[config.mk]
export PLATFORM = sky130hd
export DESIGN_NAME = admux_bus_ctrl
export DESIGN_NICKNAME = d
export VERILOG_FILES = /design/src/rtl/admux_pkg.sv /design/src/rtl/admux_cfg_bank.sv /design/src/rtl/admux_recov_track.sv /design/src/rtl/admux_seq.sv /design/src/rtl/admux_bus_ctrl.sv
export SDC_FILE = /design/constraint.sdc
export NUM_CORES = 1
export LEC_CHECK = 0
export ABC_AREA = 1
export BUFFER_PORTS_ARGS = -buffer_cell sky130_fd_sc_hd__buf_2
export CAP_MARGIN = 20
export CORE_MARGIN = 2
export CORE_UTILIZATION = 23
export DETAILED_ROUTE_END_ITERATION = 10
export REMOVE_ABC_BUFFERS = 1
export SKIP_LAST_GASP = 1
export SYNTH_ARGS = -nofsm -noshare
export SYNTH_HDL_FRONTEND = slang
export SYNTH_SLANG_ARGS = --single-unit
export TNS_END_PERCENT = 10
[constraint.sdc]
create_clock -name clk -period 6.5 [get_ports clk]
set_clock_uncertainty 0.05 [all_clocks]
set_input_delay 0.325 -clock clk [delete_from_list [all_inputs] [get_ports clk]]
set_output_delay 0.325 -clock clk [all_outputs]
set_load 0.03 [all_outputs]
[src/rtl/admux_pkg.sv]
// Shared types and segment arithmetic for the multiplexed bus controller.
// Assumes one access at a time; every segment length is counted in clk cycles.
package admux_pkg;
    localparam int WAIT_W  = 4;
    localparam int DELTA_W = 8;
    localparam int HOLD_W  = 4;
    localparam int GAP_W   = 2;
    localparam int REC_W   = 4;
    localparam int STRB_W  = $clog2((1 << WAIT_W) + (1 << DELTA_W));

    typedef struct packed {
        logic [REC_W-1:0]   recov;
        logic [DELTA_W-1:0] wr_delta;
        logic [DELTA_W-1:0] rd_delta;
        logic [WAIT_W-1:0]  wr_wait;
        logic [WAIT_W-1:0]  rd_wait;
        logic [HOLD_W-1:0]  wr_hold;
        logic [HOLD_W-1:0]  rd_hold;
        logic [GAP_W-1:0]   gap;
        logic               ah;
    } cs_cfg_t;

    localparam int CFG_W = $bits(cs_cfg_t);

    localparam cs_cfg_t CFG_RESET = '{REC_W'(3), DELTA_W'(15), DELTA_W'(12),
                                      WAIT_W'(0), WAIT_W'(0), HOLD_W'(0),
                                      HOLD_W'(0), GAP_W'(0), 1'b0};

    typedef enum logic [2:0] {
        ST_IDLE, ST_RECOV, ST_ADDR, ST_AHOLD, ST_GAP, ST_STROBE, ST_WHOLD
    } seq_st_t;

    // Segment order of an access, before skipping empty segments.
    function automatic seq_st_t succ(seq_st_t s, logic wr);
        seq_st_t n;
        case (s)
            ST_IDLE:   n = ST_RECOV;
            ST_RECOV:  n = ST_ADDR;
            ST_ADDR:   n = ST_AHOLD;
            ST_AHOLD:  n = wr ? ST_STROBE : ST_GAP;
            ST_GAP:    n = ST_STROBE;
            ST_STROBE: n = wr ? ST_WHOLD : ST_IDLE;
            default:   n = ST_IDLE;
        endcase
        return n;
    endfunction

    // Number of cycles a segment lasts under a given timing word.
    function automatic logic [STRB_W-1:0] seg_len(seq_st_t s, cs_cfg_t c, logic wr,
                                                  logic [REC_W-1:0] rec);
        logic [STRB_W-1:0] n;
        case (s)
            ST_RECOV:  n = STRB_W'(rec);
            ST_ADDR:   n = STRB_W'(1);
            ST_AHOLD:  n = STRB_W'(c.ah);
            ST_GAP:    n = STRB_W'(c.gap) + STRB_W'(c.rd_hold);
            ST_STROBE: begin
                n = wr ? STRB_W'(c.wr_wait) + STRB_W'(c.wr_delta)
                       : STRB_W'(c.rd_wait) + STRB_W'(c.rd_delta);
                if (n == '0) n = STRB_W'(1);
            end
            ST_WHOLD:  n = STRB_W'(c.wr_hold);
            default:   n = '0;
        endcase
        return n;
    endfunction

    // Next non-empty segment after s (the strobe is never empty).
    function automatic seq_st_t walk(seq_st_t s, cs_cfg_t c, logic wr, logic [REC_W-1:0] rec);
        seq_st_t n;
        n = succ(s, wr);
        for (int k = 0; k < 3; k++) begin
            if (n != ST_IDLE && seg_len(n, c, wr, rec) == '0) n = succ(n, wr);
        end
        return n;
    endfunction
endpackage

[src/rtl/admux_cfg_bank.sv]
// Per-chip-select timing words with one write port and one read port.
// Assumes cfg_sel and rd_sel are below NCS.
module admux_cfg_bank
    import admux_pkg::*;
#(
    parameter int NCS = 4,
    parameter int CSW = 2
) (
    input  logic             clk,
    input  logic             rst_n,
    input  logic             wr_en,
    input  logic [CSW-1:0]   wr_sel,
    input  logic [CFG_W-1:0] wr_data,
    input  logic [CSW-1:0]   rd_sel,
    output cs_cfg_t          rd_cfg
);
    cs_cfg_t cfg_arr [NCS];

    for (genvar g = 0; g < NCS; g++) begin : g_cs
        cs_cfg_t word_q;
        // Hold this chip select's timing word.
        always_ff @(posedge clk) begin
            if (!rst_n)                               word_q <= CFG_RESET;
            else if (wr_en && wr_sel == CSW'(g))      word_q <= cs_cfg_t'(wr_data);
        end
        assign cfg_arr[g] = word_q;
    end

    // Select the word of the requesting chip select.
    always_comb rd_cfg = cfg_arr[rd_sel];
endmodule

[src/rtl/admux_recov_track.sv]
// Remembers the previous access and computes the recovery length the next
// access must wait. Recovery only follows a read.
module admux_recov_track
    import admux_pkg::*;
#(
    parameter int CSW = 2
) (
    input  logic             clk,
    input  logic             rst_n,
    input  logic             end_evt,
    input  logic             end_wr,
    input  logic [CSW-1:0]   end_cs,
    input  logic [REC_W-1:0] end_rec,
    input  logic             nxt_wr,
    input  logic [CSW-1:0]   nxt_cs,
    output logic [REC_W-1:0] recov_len
);
    logic             last_rd_q;
    logic [CSW-1:0]   last_cs_q;
    logic [REC_W-1:0] last_rec_q;

    // Record the kind, chip select and recovery count of the access that ends.
    always_ff @(posedge clk) begin
        if (!rst_n) begin
            last_rd_q  <= 1'b0;
            last_cs_q  <= '0;
            last_rec_q <= '0;
        end else if (end_evt) begin
            last_rd_q  <= !end_wr;
            last_cs_q  <= end_cs;
            last_rec_q <= end_rec;
        end
    end

    // Recovery applies after a read when the chip select changes or a write follows.
    always_comb begin
        recov_len = '0;
        if (last_rd_q && (nxt_cs != last_cs_q || nxt_wr)) recov_len = last_rec_q;
    end
endmodule

[src/rtl/admux_seq.sv]
// Access sequencer: walks recovery, address, address hold, read gap, strobe
// and write hold segments. Pin outputs are registered from the next state,
// so they change on the edge that enters a segment.
module admux_seq
    import admux_pkg::*;
#(
    parameter int NCS = 4,
    parameter int CSW = 2,
    parameter int DW  = 16
) (
    input  logic             clk,
    input  logic             rst_n,
    input  logic             req_valid,
    input  logic             req_write,
    input  logic [CSW-1:0]   req_cs,
    input  logic [DW-1:0]    req_addr,
    input  logic [DW-1:0]    req_wdata,
    input  cs_cfg_t          req_cfg,
    input  logic [REC_W-1:0] recov_len,
    output logic             req_ready,
    output logic             done,
    output logic [DW-1:0]    rdata,
    output logic             end_evt,
    output logic             end_wr,
    output logic [CSW-1:0]   end_cs,
    output logic [REC_W-1:0] end_rec,
    output logic [NCS-1:0]   cs_n,
    output logic             adv_n,
    output logic             oe_n,
    output logic             we_n,
    output logic [DW-1:0]    ad_out,
    output logic             ad_oe,
    input  logic [DW-1:0]    ad_in
);
    seq_st_t           st_q, st_d;
    logic [STRB_W-1:0] cnt_q, cnt_d;
    logic              wr_q;
    logic [CSW-1:0]    cs_q;
    logic [DW-1:0]     addr_q, wdata_q;
    cs_cfg_t           cfg_q;

    logic              accept;
    cs_cfg_t           a_cfg;
    logic              a_wr;
    logic [CSW-1:0]    a_cs;
    logic [DW-1:0]     a_addr, a_wdata;
    logic [NCS-1:0]    sel_oh;
    logic              active_d;

    assign accept = (st_q == ST_IDLE) && req_valid;

    // Take request fields in the accepting cycle, latched fields afterwards.
    always_comb begin
        a_cfg   = accept ? req_cfg   : cfg_q;
        a_wr    = accept ? req_write : wr_q;
        a_cs    = accept ? req_cs    : cs_q;
        a_addr  = accept ? req_addr  : addr_q;
        a_wdata = accept ? req_wdata : wdata_q;
    end

    // Next segment and its cycle count.
    always_comb begin
        st_d  = st_q;
        cnt_d = cnt_q;
        if (st_q == ST_IDLE) begin
            if (req_valid) begin
                st_d  = walk(ST_IDLE, a_cfg, a_wr, recov_len);
                cnt_d = seg_len(st_d, a_cfg, a_wr, recov_len) - STRB_W'(1);
            end
        end else if (cnt_q == '0) begin
            st_d  = walk(st_q, a_cfg, a_wr, recov_len);
            cnt_d = (st_d == ST_IDLE) ? '0
                  : seg_len(st_d, a_cfg, a_wr, recov_len) - STRB_W'(1);
        end else begin
            cnt_d = cnt_q - STRB_W'(1);
        end
    end

    // One-hot of the chip select in use.
    always_comb begin
        sel_oh       = '0;
        sel_oh[a_cs] = 1'b1;
    end

    assign active_d = st_d inside {ST_ADDR, ST_AHOLD, ST_GAP, ST_STROBE, ST_WHOLD};

    // Segment state and counter.
    always_ff @(posedge clk) begin
        if (!rst_n) begin
            st_q  <= ST_IDLE;
            cnt_q <= '0;
        end else begin
            st_q  <= st_d;
            cnt_q <= cnt_d;
        end
    end

    // Latch the request and its timing word on acceptance.
    always_ff @(posedge clk) begin
        if (!rst_n) begin
            wr_q    <= 1'b0;
            cs_q    <= '0;
            addr_q  <= '0;
            wdata_q <= '0;
            cfg_q   <= CFG_RESET;
        end else if (accept) begin
            wr_q    <= req_write;
            cs_q    <= req_cs;
            addr_q  <= req_addr;
            wdata_q <= req_wdata;
            cfg_q   <= req_cfg;
        end
    end

    // Registered bus pins decoded from the next segment.
    always_ff @(posedge clk) begin
        if (!rst_n) begin
            cs_n   <= '1;
            adv_n  <= 1'b1;
            oe_n   <= 1'b1;
            we_n   <= 1'b1;
            ad_out <= '0;
            ad_oe  <= 1'b0;
        end else begin
            cs_n   <= active_d ? ~sel_oh : '1;
            adv_n  <= !(st_d == ST_ADDR);
            oe_n   <= !(st_d == ST_STROBE && !a_wr);
            we_n   <= !(st_d == ST_STROBE && a_wr);
            ad_out <= (st_d inside {ST_ADDR, ST_AHOLD}) ? a_addr : a_wdata;
            ad_oe  <= (st_d inside {ST_ADDR, ST_AHOLD}) ||
                      (a_wr && (st_d inside {ST_STROBE, ST_WHOLD}));
        end
    end

    assign end_evt = (st_q != ST_IDLE) && (st_d == ST_IDLE);
    assign end_wr  = wr_q;
    assign end_cs  = cs_q;
    assign end_rec = cfg_q.recov;

    // Capture read data where the read strobe ends; pulse completion.
    always_ff @(posedge clk) begin
        if (!rst_n) begin
            rdata <= '0;
            done  <= 1'b0;
        end else begin
            if (st_q == ST_STROBE && !wr_q && cnt_q == '0) rdata <= ad_in;
            done <= end_evt;
        end
    end

    assign req_ready = (st_q == ST_IDLE);
endmodule

[src/rtl/admux_bus_ctrl.sv]
// Top of the multiplexed address/data bus controller: timing word bank,
// recovery tracker and access sequencer. Bus tristate is done outside using
// bus_ad_oe.
module admux_bus_ctrl
    import admux_pkg::*;
#(
    parameter int NCS = 4,
    parameter int DW  = 16,
    localparam int CSW = (NCS > 1) ? $clog2(NCS) : 1
) (
    input  logic             clk,
    input  logic             rst_n,
    input  logic             req_valid,
    input  logic             req_write,
    input  logic [CSW-1:0]   req_cs,
    input  logic [DW-1:0]    req_addr,
    input  logic [DW-1:0]    req_wdata,
    output logic             req_ready,
    output logic             done,
    output logic [DW-1:0]    rdata,
    input  logic             cfg_we,
    input  logic [CSW-1:0]   cfg_sel,
    input  logic [CFG_W-1:0] cfg_wdata,
    output logic [NCS-1:0]   bus_cs_n,
    output logic             bus_adv_n,
    output logic             bus_oe_n,
    output logic             bus_we_n,
    output logic [DW-1:0]    bus_ad_out,
    output logic             bus_ad_oe,
    input  logic [DW-1:0]    bus_ad_in
);
    cs_cfg_t          req_cfg;
    logic [REC_W-1:0] recov_len;
    logic             end_evt, end_wr;
    logic [CSW-1:0]   end_cs;
    logic [REC_W-1:0] end_rec;

    admux_cfg_bank #(.NCS(NCS), .CSW(CSW)) u_cfg (
        .clk(clk), .rst_n(rst_n), .wr_en(cfg_we), .wr_sel(cfg_sel),
        .wr_data(cfg_wdata), .rd_sel(req_cs), .rd_cfg(req_cfg)
    );

    admux_recov_track #(.CSW(CSW)) u_rec (
        .clk(clk), .rst_n(rst_n), .end_evt(end_evt), .end_wr(end_wr),
        .end_cs(end_cs), .end_rec(end_rec), .nxt_wr(req_write),
        .nxt_cs(req_cs), .recov_len(recov_len)
    );

    admux_seq #(.NCS(NCS), .CSW(CSW), .DW(DW)) u_seq (
        .clk(clk), .rst_n(rst_n), .req_valid(req_valid), .req_write(req_write),
        .req_cs(req_cs), .req_addr(req_addr), .req_wdata(req_wdata),
        .req_cfg(req_cfg), .recov_len(recov_len), .req_ready(req_ready),
        .done(done), .rdata(rdata), .end_evt(end_evt), .end_wr(end_wr),
        .end_cs(end_cs), .end_rec(end_rec), .cs_n(bus_cs_n),
        .adv_n(bus_adv_n), .oe_n(bus_oe_n), .we_n(bus_we_n),
        .ad_out(bus_ad_out), .ad_oe(bus_ad_oe), .ad_in(bus_ad_in)
    );
endmodule

Word-level counts from Yosys, hierarchy flattened
Cells that the tools add are included.
Widths: inputs -> output; s select.
- muxes and demuxes: 76
- reductions and logical operators: 55
- bitwise logic cells: 2
- equality and inequality tests: 63
- $add $sub $neg: 6
- $lt $le $gt $ge: 3
- operators with widths (cell ; number):
    $pmux 9 s6 ; 8
    $mux 9 ; 22
    $pmux 3 s6 ; 6
    $eq 3x3->1 const B ; 29
    $bmux 39 s2 ; 1
    $mux 3 ; 26
    $mux 39 ; 2
    $logic_not 9->1 ; 8
    $eq 3x2->1 const B ; 20
    $mux 16 ; 3
    $mux 35 ; 1
    $eq 3x1->1 const B ; 9
    $logic_not 3->1 ; 9
    $sub 9x1->9 const B ; 3
    $reduce_bool 3->1 ; 7
    $logic_and 1x1->1 ; 19
    $add 4x8->9 ; 2
    $pmux 3 s5 ; 1
    $add 2x4->5 ; 1
    $logic_not 1->1 ; 5
    $reduce_bool 5->1 ; 1
    $eq 2x2->1 const B ; 2
    $mux 4 ; 1
    $not 4->4 ; 1
    other kinds (14) ; 18
- word-level logic and storage cells: 267
- output and inout port bits: 42
- bits of input ports: 96
- bits in registers: 290

Longest topological paths before layout
Gate-level depths: netlist of run 1.
- depth after elaboration: 43
- gate-level depth with buffers: 44
- depth with buffers taken out: 40

Hierarchy
Synthesis of run 1 repeated with hierarchy kept, for this count alone.
- cells, all modules: 2167
- area total of the unflattened synthesis: 14652.8 um^2
- modules (own cells, without submodules) (module ; cells each ; area each (um^2) ; times used ; sequential area each (um^2)):
    admux_cfg_bank ; 1175 ; 7477.2 ; 1 ; 3123.0
    admux_seq ; 950 ; 6845.3 ; 1 ; 2542.4
    admux_recov_track ; 42 ; 330.3 ; 1 ; 140.1

Least setup slack after synthesis of run 1
No wires, ideal clock.
- kind: input -> register
- start point: input port req_cs[0]
- end point: register u_seq.cnt_q[4]
- data arrival time: 4945 ps
- cell stages on the path: 39
- buffers on the path: 5
- required time: 6323 ps
- setup slack: 1378 ps
- path through: buf_4 inv_4 buf_6 buf_2 clkbuf_1 clkbuf_1 nor2_1 o22ai_1 nand2_1 nand2_1 ha_1 inv_1 fa_1 nor2_1 nor2_1 nand3b_1 nor2_1 nand2_1 [... 3 more ...] nand3_1 a21oi_2 nand4_1 nand2_2 nand4_1 nand4_1 nand2_2 nand3_1 nand4_1 inv_1 ha_1 nand2_2 nor2_4 nand2_1 nand3_1 nand2_1 o21ai_1 a21oi_1
- RTL lines (what ; RTL line ; text):
    from (decl) ; admux_bus_ctrl.sv:15 ; input logic [CSW-1:0] req_cs,
    to (signal assigned) ; admux_seq.sv:94 ; cnt_q <= cnt_d;
    to (decl) ; admux_seq.sv:36 ; logic [STRB_W-1:0] cnt_q, cnt_d;

==> results of run 1 <==
-- layout by cell type (no fill, tap or decap), types with 5 or more instances in the layout --
cell type      synthesis  layout
nor2_1               424     420
nand2_1              350     350
dfxtp_1              290     290
o21ai_0              219     219
buf_2                  9     136
nand3_1              117     117
inv_1                117     116
a21oi_1               95      95
dlygate4sd3_1          0      49
clkbuf_16              0      35
buf_4                  7      20
o22ai_1               18      18
mux2i_1               16      16
ha_1                  15      15
nand4_1               14      14
nand2_2                9       9
o211ai_1               9       9
inv_2                  7       8
nor2_2                 4       8
o21ai_1                8       8
or2_2                  8       8
xnor2_1                8       8
nor3_1                 9       8
a31oi_1                7       7
clkinv_2               0       7
clkbuf_8               1       6
xor2_1                 5       5
-- sequential cells by signal (all words and copies together) (netlist names), 9 cells and up --
register       flops
u_seq.cfg_q       35
u_seq.ad_out      16
u_seq.addr_q      16
u_cfg.cfg_arr    156
u_seq.cnt_q        9
u_seq.rdata       16
u_seq.wdata_q     16
-- power groups by stage --
stage	registers, uW	clock network [uW]	logic (uW)
after global placement	2150	0	2340
after floorplan	2220	0	1650
after global routing	2140	2030	2700
final	2110	1910	2390
after detailed placement	2150	0	2350
after CTS	2120	1960	2390
-- layer usage --
| layer | wire length (um) | share of wire | global-route usage |
|---|---|---|---|
| met2 | 18800 | 0.47 | 0.217 |
| met4 | 1010 | 0.025 | 0.0450 |
| met3 | 2060 | 0.051 | 0.0302 |
| met5 | 38 | 0.00095 | 0 |
| met1 | 18100 | 0.45 | 0.169 |
-- what timing repair did --
item | CTS | global route
hold buffers | 49 | 0
setup buffers | 0 | 0
endpoints found under the hold margin | 76 | 0
-- kinds of logic (layout without fill, tap and decap cells) --
group | after synthesis | count (layout) | synth area share
compound gates | 375 | 375 | 0.151
xor+xnor | 13 | 13 | 0.00859
fa+ha+maj | 18 | 18 | 0.0187
buf+inv | 236 | 394 | 0.0744
flops | 290 | 290 | 0.438
mux | 16 | 16 | 0.0121
other cells | 2 | 4 | 0.000567
simple gates | 953 | 953 | 0.296
-- per-stage QoR --
step | std cells | setup slack (ps) | cell area (um2) | hold WS (ps) | power, uW
5_1_grt | 2817 | 384 | 16200 | 10.4 | 6870
3_3_place_gp | 2709 | 1090 | 14600 | 392 | 4500
2_1_floorplan | 1796 | 377 | 12800 | 344 | 3870
6_report | 2819 | 1050 | 16200 | 24.6 | 6410
4_1_cts | 2817 | 1080 | 16200 | 1.08 | 6470
3_5_place_dp | 2709 | 990 | 14600 | 394 | 4510
-- worst reg2reg max path, delay by kind of cell (launching register included) --
kind                     cells  cell delay [ps]
adder cells (fa/ha/maj)      3              830
buffers and inverters        3              520
flip-flops                   1              350
AND/OR/NAND/NOR             22             2880
AO/OA/AOI/OAI                6              720
-- cell type report --
class | count | area [um2] | area share
clock buffer | 45 | 973 | 0.0602
multi-input combinational | 1377 | 6480 | 0.401
sequential | 290 | 5810 | 0.359
inverter | 129 | 492 | 0.0304
timing repair buffer | 206 | 1340 | 0.0829
antenna | 2 | 5.00 | 0.000309
tap | 756 | 946 | 0.0585
clock inverter | 14 | 134 | 0.00827
-- how the worst max path moves through the flow --
stage / depth (start not counted) / to / start / slack [ps]
floorplan: 34 / u_seq.cnt_q[4] / u_seq.st_q[1] / 380
global placement: 35 / u_seq.cnt_q[4] / req_cs[1] / 1090
detailed placement: 35 / u_seq.cnt_q[4] / req_cs[1] / 990
CTS: 34 / u_seq.cnt_q[4] / u_seq.st_q[1] / 1080
global route: 34 / u_seq.cnt_q[4] / u_seq.st_q[1] / 380
finish: 34 / u_seq.cnt_q[4] / u_seq.st_q[1] / 1050
==> run metrics, run 1 <==
status complete, no violations; count leader, synth nor2_1; Max Root-Sink Buffers 3; Fin. Hold Viols 0; CP Class register to register; RD Place Congestion 0.883; overall fraction of global-route tracks in use 0.132; fin. max-slew vios 0; Port-buffer cells 137; DP HPWL between 20,000 and 30,000 um; Leak Pwr 0.00732 uW; vias in the first global route around 12,000; GRT overflow 0; cell family with most CP delay simple AND/OR/NAND/NOR gates; PostCTS Resize Cnt 0; worst hold endpoint u_cfg.cfg_arr[18]; hold path cells 3; Cell Rows 87; element type at the critical path end register; Hold Crit Class input pin to register; Pwr Density 396 nW/um2; DIE AREA 59,600 um2; Synth top cells by count nor2_1 (424), nand2_1 (350), dfxtp_1 (290), o21ai_0 (219); CP max stage cell fa_1; Clock Power Share 0.298; Ports 138; Unique masters post-synth 52; Layout area overhead 22.1%; Via Count 12,558; fill cell count about 6,200; min Tclk post-route 5450 ps; area fraction of the dominant cell type after synthesis 0.438; Post-Route WL 40,000 um; crit share post-route 0.839; Synth area leader dfxtp_1; VDD IR max roughly 0.21 mV; Pre-antenna DRT Iters 6; Syn. warnings 0; register bit total from synthesis 290; RSZ-0062 raised after global routing false; worst-margin pin slew 970 ps; TritonCTS clock tree built; clk root buf clkbuf_16; Via density 4.45; slowest cell delay on critical path approximately 430 ps; Slew headroom 0.353; TritonCTS buffer count 34; layout cells sized above 1 0.129; # clock sinks between 200 and 300; pin count of the biggest net entering global routing 89; DRC Markers 0; Worst Path Buf+Inv 3; Post-synth top flop dfxtp_1; initial antenna violation count 6; fraction of registers with async set/reset 0; core region area 56,700 um2; Required @ worst endpoint 6860 ps; Detailed Route Iter0 Violations 937; # H-tree levels 2; first-pass GRT wire length 64,300 um; worst reg2reg path endpoint u_seq.cnt_q[4]; internal power between 3000 and 4000 uW; reg2reg start u_seq.st_q[1]; mean post-synth cell area 6.96 um2; CP max FO 20; mapped cell area 13,300 um2; register area share after synthesis 0.438; nets@finish 2,152; Seq pwr share 0.330; Worst Reg-to-Reg Cells 34; Sw Share 0.389; wire per inst 14.2 um; Setup crit start kind register; Post-Syn Instances roughly 1,900; Post-synth EDFFs 0; MaxCap Viol Count 0; Die H 244 um; Sw Pwr 2490 uW; fin util 0.285; combinational power share 0.373; Starting Density 0.234; hold path startpoint cfg_wdata[18]; top cells by area, synth dfxtp_1 (44%), nor2_1 (12%), nand2_1 (9.9%); Clock transition at path regs around 60 ps; crit path DAT 5810 ps; Reg2Reg Setup Slack 1050 ps; Setup TNS 0 ps; Final ANT Viol Nets 0; Die W 244 um; final setup vio count 0; fmax 183 MHz; insertion delay to the later sink of the worst-skew pair approximately 530 ps
Note: power is estimated with default switching activity, not from simulation.
==> run 2, diff against run 1 <==
Settings changed: ABC_AREA 1 to 0.
Clock period 6.5 ns to 4.9 ns, I/O delays scaled along.
==> run 2 against run 1 <==
Compared with the run above:
- register-to-register slack worse by 710 ps
- via count fell by 7.1%
- global-route usage is 0.47 points lower
- critical path type unchanged
- critical endpoint is now u_seq.cnt_q[6]
- largest power group is now registers
==> run metrics, run 2 <==
status complete, no violations (unchanged); layout cells sized above 1 0.177 (was 0.129); fraction of registers with async set/reset 0 (unchanged); Max Root-Sink Buffers 3 (unchanged); area fraction of the dominant cell type after synthesis 0.441 (was 0.438); final setup vio count 0 (unchanged); fmax 219 MHz (was 183 MHz); Worst Path Buf+Inv 4 (was 3); DP HPWL 24,600 um (was 25,900 um); min Tclk post-route 4560 ps (was 5450 ps); crit path cell chain nor4b_4 > buf_4 > buf_12 > nand2_1 > nand2_1 > ha_1 > inv_1 > fa_1 > nand2b_1 > o2bb2ai_1 > a221oi_1 > a22oi_2 > o311ai_2 > nor2_1 > a21o_2 > inv_1 > ha_1 > and3_1 > and2_1 > nand2_1 > a311oi_1 > nor4_1; Setup TNS 0 ps (unchanged); Final ANT Viol Nets 0 (unchanged); register area share after synthesis 0.441 (was 0.438); TritonCTS buffer count 35 (was 34); overall fraction of global-route tracks in use 0.127 (was 0.132); crit share post-route 0.931 (was 0.839); RSZ-0062 raised after global routing false (unchanged); GRT overflow 0 (unchanged); Synth area leader dfxtp_1 (unchanged); cell family with most CP delay compound AO/OA/AOI/OAI gates (was simple AND/OR/NAND/NOR gates); Ports 138 (unchanged); Required @ worst endpoint 5240 ps (was 6860 ps); TritonCTS clock tree built (unchanged); # clock sinks 290 (unchanged); insertion delay to the later sink of the worst-skew pair 550 ps (was 530 ps); Post-Place Cell Area 14,600 um2 (about the same); count leader, synth nand2_1 (was nor2_1); RD Place Congestion 0.873 (was 0.883); Layout area overhead 27.5% (was 22.1%); VDD IR max 0.231 mV (was 0.207 mV); Via density 4.58 (was 4.45); Reg2Reg Setup Slack 340 ps (was 1050 ps); Cell Rows 87 (unchanged); Fin. Hold Viols 0 (unchanged); first-pass GRT wire length 61,100 um (was 64,300 um); Hold Crit Class input pin to register (unchanged); Detailed Route Iter0 Violations 847 (was 937); hold path cells 4 (was 3); top cells by area, synth dfxtp_1 (44%), nand2_1 (13%), a21oi_1 (8.1%) (was dfxtp_1 (44%), nor2_1 (12%), nand2_1 (9.9%)); most common cell after layout, fill and taps aside nand2_1 (was nor2_1); slowest cell delay on critical path 430 ps (about the same); worst-margin pin slew 1010 ps (was 970 ps); Finished Layout Cells 2,546 (was 2,819); final design instance area without fill 16,800 um2 (was 16,200 um2); max reg flops 156 (unchanged); DRC Markers 0 (unchanged); Port-buffer cells 137 (unchanged); wire per inst 15.1 um (was 14.2 um); vias in the first global route 11,488 (was 12,006); Post-Syn Instances 1,571 (was 1,903); mapped cell area 13,200 um2 (was 13,300 um2); register bit total from synthesis 290 (unchanged); Post-synth top flop dfxtp_1 (unchanged); mean post-synth cell area 8.38 um2 (was 6.96 um2); Post-Route WL 38,500 um (was 40,000 um); CP max FO 18 (was 20); commonest cells after routing, fill and taps aside nand2_1 (463), dfxtp_1 (287), a21oi_1 (212), buf_2 (137), nor2_1 (94) (was nor2_1 (420), nand2_1 (350), dfxtp_1 (290), o21ai_0 (219), buf_2 (136)); placed cells 2,388 (was 2,709); Die H 243 um (was 244 um); Worst Reg-to-Reg Cells 22 (was 34); Crit path depth 22 (was 34); Post-synth EDFFs 0 (unchanged); Leak Pwr 0.00662 uW (was 0.00732 uW); Synth top cells by count nand2_1 (463), dfxtp_1 (290), a21oi_1 (212), nor2_1 (95), clkbuf_1 (75) (was nor2_1 (424), nand2_1 (350), dfxtp_1 (290), o21ai_0 (219)); fin. max-slew vios 0 (unchanged); Die W 243 um (was 244 um); cell repeated most along the worst path nand2_1; Pwr Density 464 nW/um2 (was 396 nW/um2); Syn. warnings 0 (unchanged); Pre-antenna DRT Iters 5 (was 6); CP Class register to register (unchanged); core region area 56,500 um2 (was 56,700 um2); Slew headroom 0.327 (was 0.353); Unique masters post-synth 87 (was 52); pin count of the biggest net entering global routing 128 (was 89); initial antenna violation count 5 (was 6); Starting Density 0.233 (was 0.234); DIE AREA 59,100 um2 (was 59,600 um2); Via Count 11,667 (was 12,558); clk root buf clkbuf_16 (unchanged); element type at the critical path end register (unchanged); CP max stage cell fa_1 (unchanged); # H-tree levels 2 (unchanged); crit path DAT 4900 ps (was 5810 ps); Setup crit start kind register (unchanged); MaxCap Viol Count 0 (unchanged); nets@finish 1,877 (was 2,152); Clock transition at path regs 60 ps (about the same)
[run 2: cell count changes after synthesis, moves of 53 or more]
cell and delta:
a21oi_1 +117, nand2_1 +113, nor2_1 -329, o21ai_0 -194, inv_1 -97, nand3_1 -53
[run 2: routing by layer]
layer  wire (um)  vias to the layer above  GRT usage
met5          49                        -          0
met4         773                        8     0.0377
met3        2030                       63     0.0247
met2       18300                      317      0.219
met1       17400                     5509      0.160
li1            -                     5770          -
[run 2: timing repair]
| item | in CTS | in global routing |
|---|---|---|
| resized for setup | 0 | 5 |
| endpoints found under the hold margin | 220 | 0 |
| endpoints found under the setup margin | 0 | 3 |
| hold buffers | 87 | 0 |
| buffers inserted | 0 | 3 |
[run 2: where the power goes]
part	switching, uW	internal [uW]
logic	1410	877
registers	152	2610
clock network	1030	1700
[run 2: logic make-up after synthesis]
logic type / Yosys count / share of synthesized area
simple gates: 714 / 0.233
compound gates: 307 / 0.137
flops: 290 / 0.441
buf+inv: 126 / 0.0443
mux: 93 / 0.112
xor+xnor: 21 / 0.0140
fa+ha+maj: 18 / 0.0188
other cells: 2 / 0.000571
[run 2: worst min-delay path, cell delays in order]
cell and delay [ps]:
buf_2 110, buf_12 190, nand2_1 90, a21oi_1 60
[run 2: final cells by class]
cell class	count	area [um2]
Antenna cell	1	2.50
Clock buffer	53	1050
Clock inverter	10	173
Fill cell	5930	39700
Inverter	20	80.1
Multi-Input combinational cell	1156	6810
Sequential cell	290	5810
Tap cell	756	946
Timing Repair Buffer	260	1910
[run 2: path summary, 6_finish.rpt]
| path | from | end |
|---|---|---|
| hold reg to reg | u_cfg.cfg_arr[23] | u_cfg.cfg_arr[23] |
| hold / removal | req_cs[0] | u_seq.end_cs[0] |
| setup / recovery | u_seq.st_q[2] | u_seq.cnt_q[6] |
| setup reg to reg | u_seq.st_q[2] | u_seq.cnt_q[6] |
[run 2: through the flow]
step | hold WS, ps | setup slack, ps | utilization | total power, uW
floorplan | 257 | -1550 | - | 4320
global placement | 388 | 332 | 0.258 | 4930
detailed placement | 394 | 241 | 0.258 | 4970
CTS | 166 | 248 | 0.295 | 7810
global route | 210 | 6.33 | 0.297 | 8230
finish | 190 | 337 | 0.297 | 7780
==> run 3, diff against run 2 <==
Settings changed: ABC_AREA 0 to 1.
==> run 3 against run 2 <==
Compared with the run above:
- utilization rose by 0.90 points
- fmax decreased by 3.7%
- critical path depth grew 13
- clock power fell by 9.2%
- via count up 11%
- first-iteration DRC count shrank 1.1%
- flip-flop and latch count stayed put
- critical path type unchanged
- die area rose by 0.69%
- design area rose by 3.4%
- register-to-register slack worse by 170 ps
- combinational power up 65%
- sequential share of layout area is 1.1 points lower
==> run metrics, run 3 (synthesis gave the netlist of run 1 again) <==
fmax 211 MHz (was 219 MHz); GRT overflow 0 (unchanged); Min Hold Slack 120 ps (was 190 ps); cell repeated most along the worst path nand2_1 (unchanged); Die W 244 um (was 243 um); Hold Crit Class input pin to register (unchanged); # clock sinks 290 (unchanged); final setup vio count 0 (unchanged); Detailed Route Iter0 Violations 838 (was 847); DP HPWL 26,500 um (was 24,600 um); overall fraction of global-route tracks in use 0.135 (was 0.127); initial antenna violation count 0 (was 5); Die H 244 um (was 243 um); Layout area overhead 31.0% (was 27.5%); TritonCTS clock tree built (unchanged); met2 Use GR 0.233 (was 0.219); nets@finish 2,256 (was 1,877); most common cell after layout, fill and taps aside nor2_1 (was nand2_1); insertion delay to the later sink of the worst-skew pair 550 ps (about the same); met3 usage 0.0211 (was 0.0247); TritonCTS buffer count 34 (was 35); Max Root-Sink Buffers 3 (unchanged); Via Count 13,001 (was 11,667); min Tclk post-route 4740 ps (was 4560 ps); Starting Density 0.234 (was 0.233); # diodes 0 (was 1); # H-tree levels 2 (unchanged); hold path startpoint req_valid (was req_cs[0]); crit path DAT 5160 ps (was 4900 ps); core region area 56,700 um2 (was 56,500 um2); worst-margin pin slew 679 ps (was 1010 ps); first-pass GRT wire length 66,200 um (was 61,100 um); vias in the first global route 12,699 (was 11,488); met1 usage 0.170 (was 0.160); Ports 138 (unchanged); Fin. Hold Viols 0 (unchanged); RD Place Congestion 0.901 (was 0.873); Via density 4.45 (was 4.58); commonest cells after routing, fill and taps aside nor2_1 (410), nand2_1 (344), dfxtp_1 (287), o21ai_0 (214), buf_2 (136) (was nand2_1 (463), dfxtp_1 (287), a21oi_1 (212), buf_2 (137), nor2_1 (94)); busiest grt layer met2 (unchanged); Slew headroom 0.547 (was 0.327); Post-Route WL 41,600 um (was 38,500 um); slowest cell delay on critical path 370 ps (was 430 ps); Required @ worst endpoint 5320 ps (was 5240 ps); Cell Rows 87 (unchanged); CP max stage cell fa_2 (was fa_1); clk root buf clkbuf_16 (unchanged); Clock transition at path regs 60 ps (about the same); Port-buffer cells 137 (unchanged); DRC Markers 0 (unchanged); element type at the critical path end register (unchanged); Setup crit start kind register (unchanged); DIE AREA 59,600 um2 (was 59,100 um2); Worst Path Buf+Inv 5 (was 4); cell family with most CP delay simple AND/OR/NAND/NOR gates (was compound AO/OA/AOI/OAI gates); CP Class register to register (unchanged); layout cells sized above 1 0.172 (was 0.177); MaxCap Viol Count 0 (unchanged); VDD IR max 0.210 mV (was 0.231 mV); fin. max-slew vios 0 (unchanged); Leak Pwr 0.00786 uW (was 0.00662 uW); max reg flops 156 (unchanged); status complete, no violations (unchanged); pin count of the biggest net entering global routing 144 (was 128); Final ANT Viol Nets 0 (unchanged); wire per inst 14.2 um (was 15.1 um); Worst Setup SP u_seq.st_q[0] (was u_seq.st_q[2]); Pre-antenna DRT Iters 5 (unchanged); Setup TNS 0 ps (unchanged); crit share post-route 0.967 (was 0.931); RSZ-0062 raised after global routing true (was false); CP max FO 6 (was 18); reg2reg start u_seq.st_q[0] (was u_seq.st_q[2]); Pwr Density 522 nW/um2 (was 464 nW/um2)
## run 3: cell count changes in the layout (fill, tap and decap cells not counted), sizes merged, moves of 54 or more
cell   change
nor2     +336
o21ai    +199
a21oi    -116
inv      +108
nand2    -101
nand3     +54
## run 3: worst paths after layout
kind,cells after the start,slack (ps),end
setup reg to reg,35,160,u_seq.cnt_q[7]
setup / recovery,35,160,u_seq.cnt_q[7]
hold / removal,4,120,u_seq.cnt_q[0]
hold reg to reg,2,410,u_cfg.cfg_arr[5]
## run 3: power breakdown
part / switching [uW] / internal (uW)
registers: 130 / 2670
clock network: 1030 / 1450
logic: 2330 / 1450
total: 3500 / 5570
## run 3: area by class of cell
type                       instances  area (um2)
sequential                       290        5810
tap                              756         946
timing repair inverter             1        6.26
timing repair buffer             309        2330
fill                            6118       39400
multi-input combinational       1377        6670
clock inverter                    12         115
clock buffer                      48         973
inverter                         129         502
## run 3: repair_timing
| item | 4_1_cts | 5_1_grt |
|---|---|---|
| setup endpoints to repair | 0 | 39 |
| buffers inserted | 0 | 21 |
| hold buffers | 87 | 0 |
| hold endpoints to repair | 218 | 0 |
| gates resized for setup | 0 | 65 |
## run 3: worst reg2reg max path, delay by kind of cell, from the launching register on
kind                       cells  cell delay (ps)
buffers and inverters          5              600
DFF                            1              330
and+or+nand+nor               24             2570
adders and majority gates      1              370
AOI/OAI and AO/OA              5              760
## run 3: routing by layer
layer,part of all wire,up-vias
met1,0.46,6036
met5,0,-
met4,0.028,0
met3,0.039,63
li1,-,6644
met2,0.47,258
## run 3: per-stage QoR
step / area, um2 / std cells / utilization / power, uW / worst slack, ps
6_report: 17400 / 2922 / 0.306 / 9060 / 163
5_1_grt: 17400 / 2922 / 0.306 / 9680 / -190
4_1_cts: 16900 / 2897 / 0.298 / 8770 / 126
3_5_place_dp: 14900 / 2750 / 0.263 / 6180 / 43.6
3_3_place_gp: 14900 / 2750 / 0.263 / 6170 / 128
2_1_floorplan: 12800 / 1796 / - / 5140 / -1220
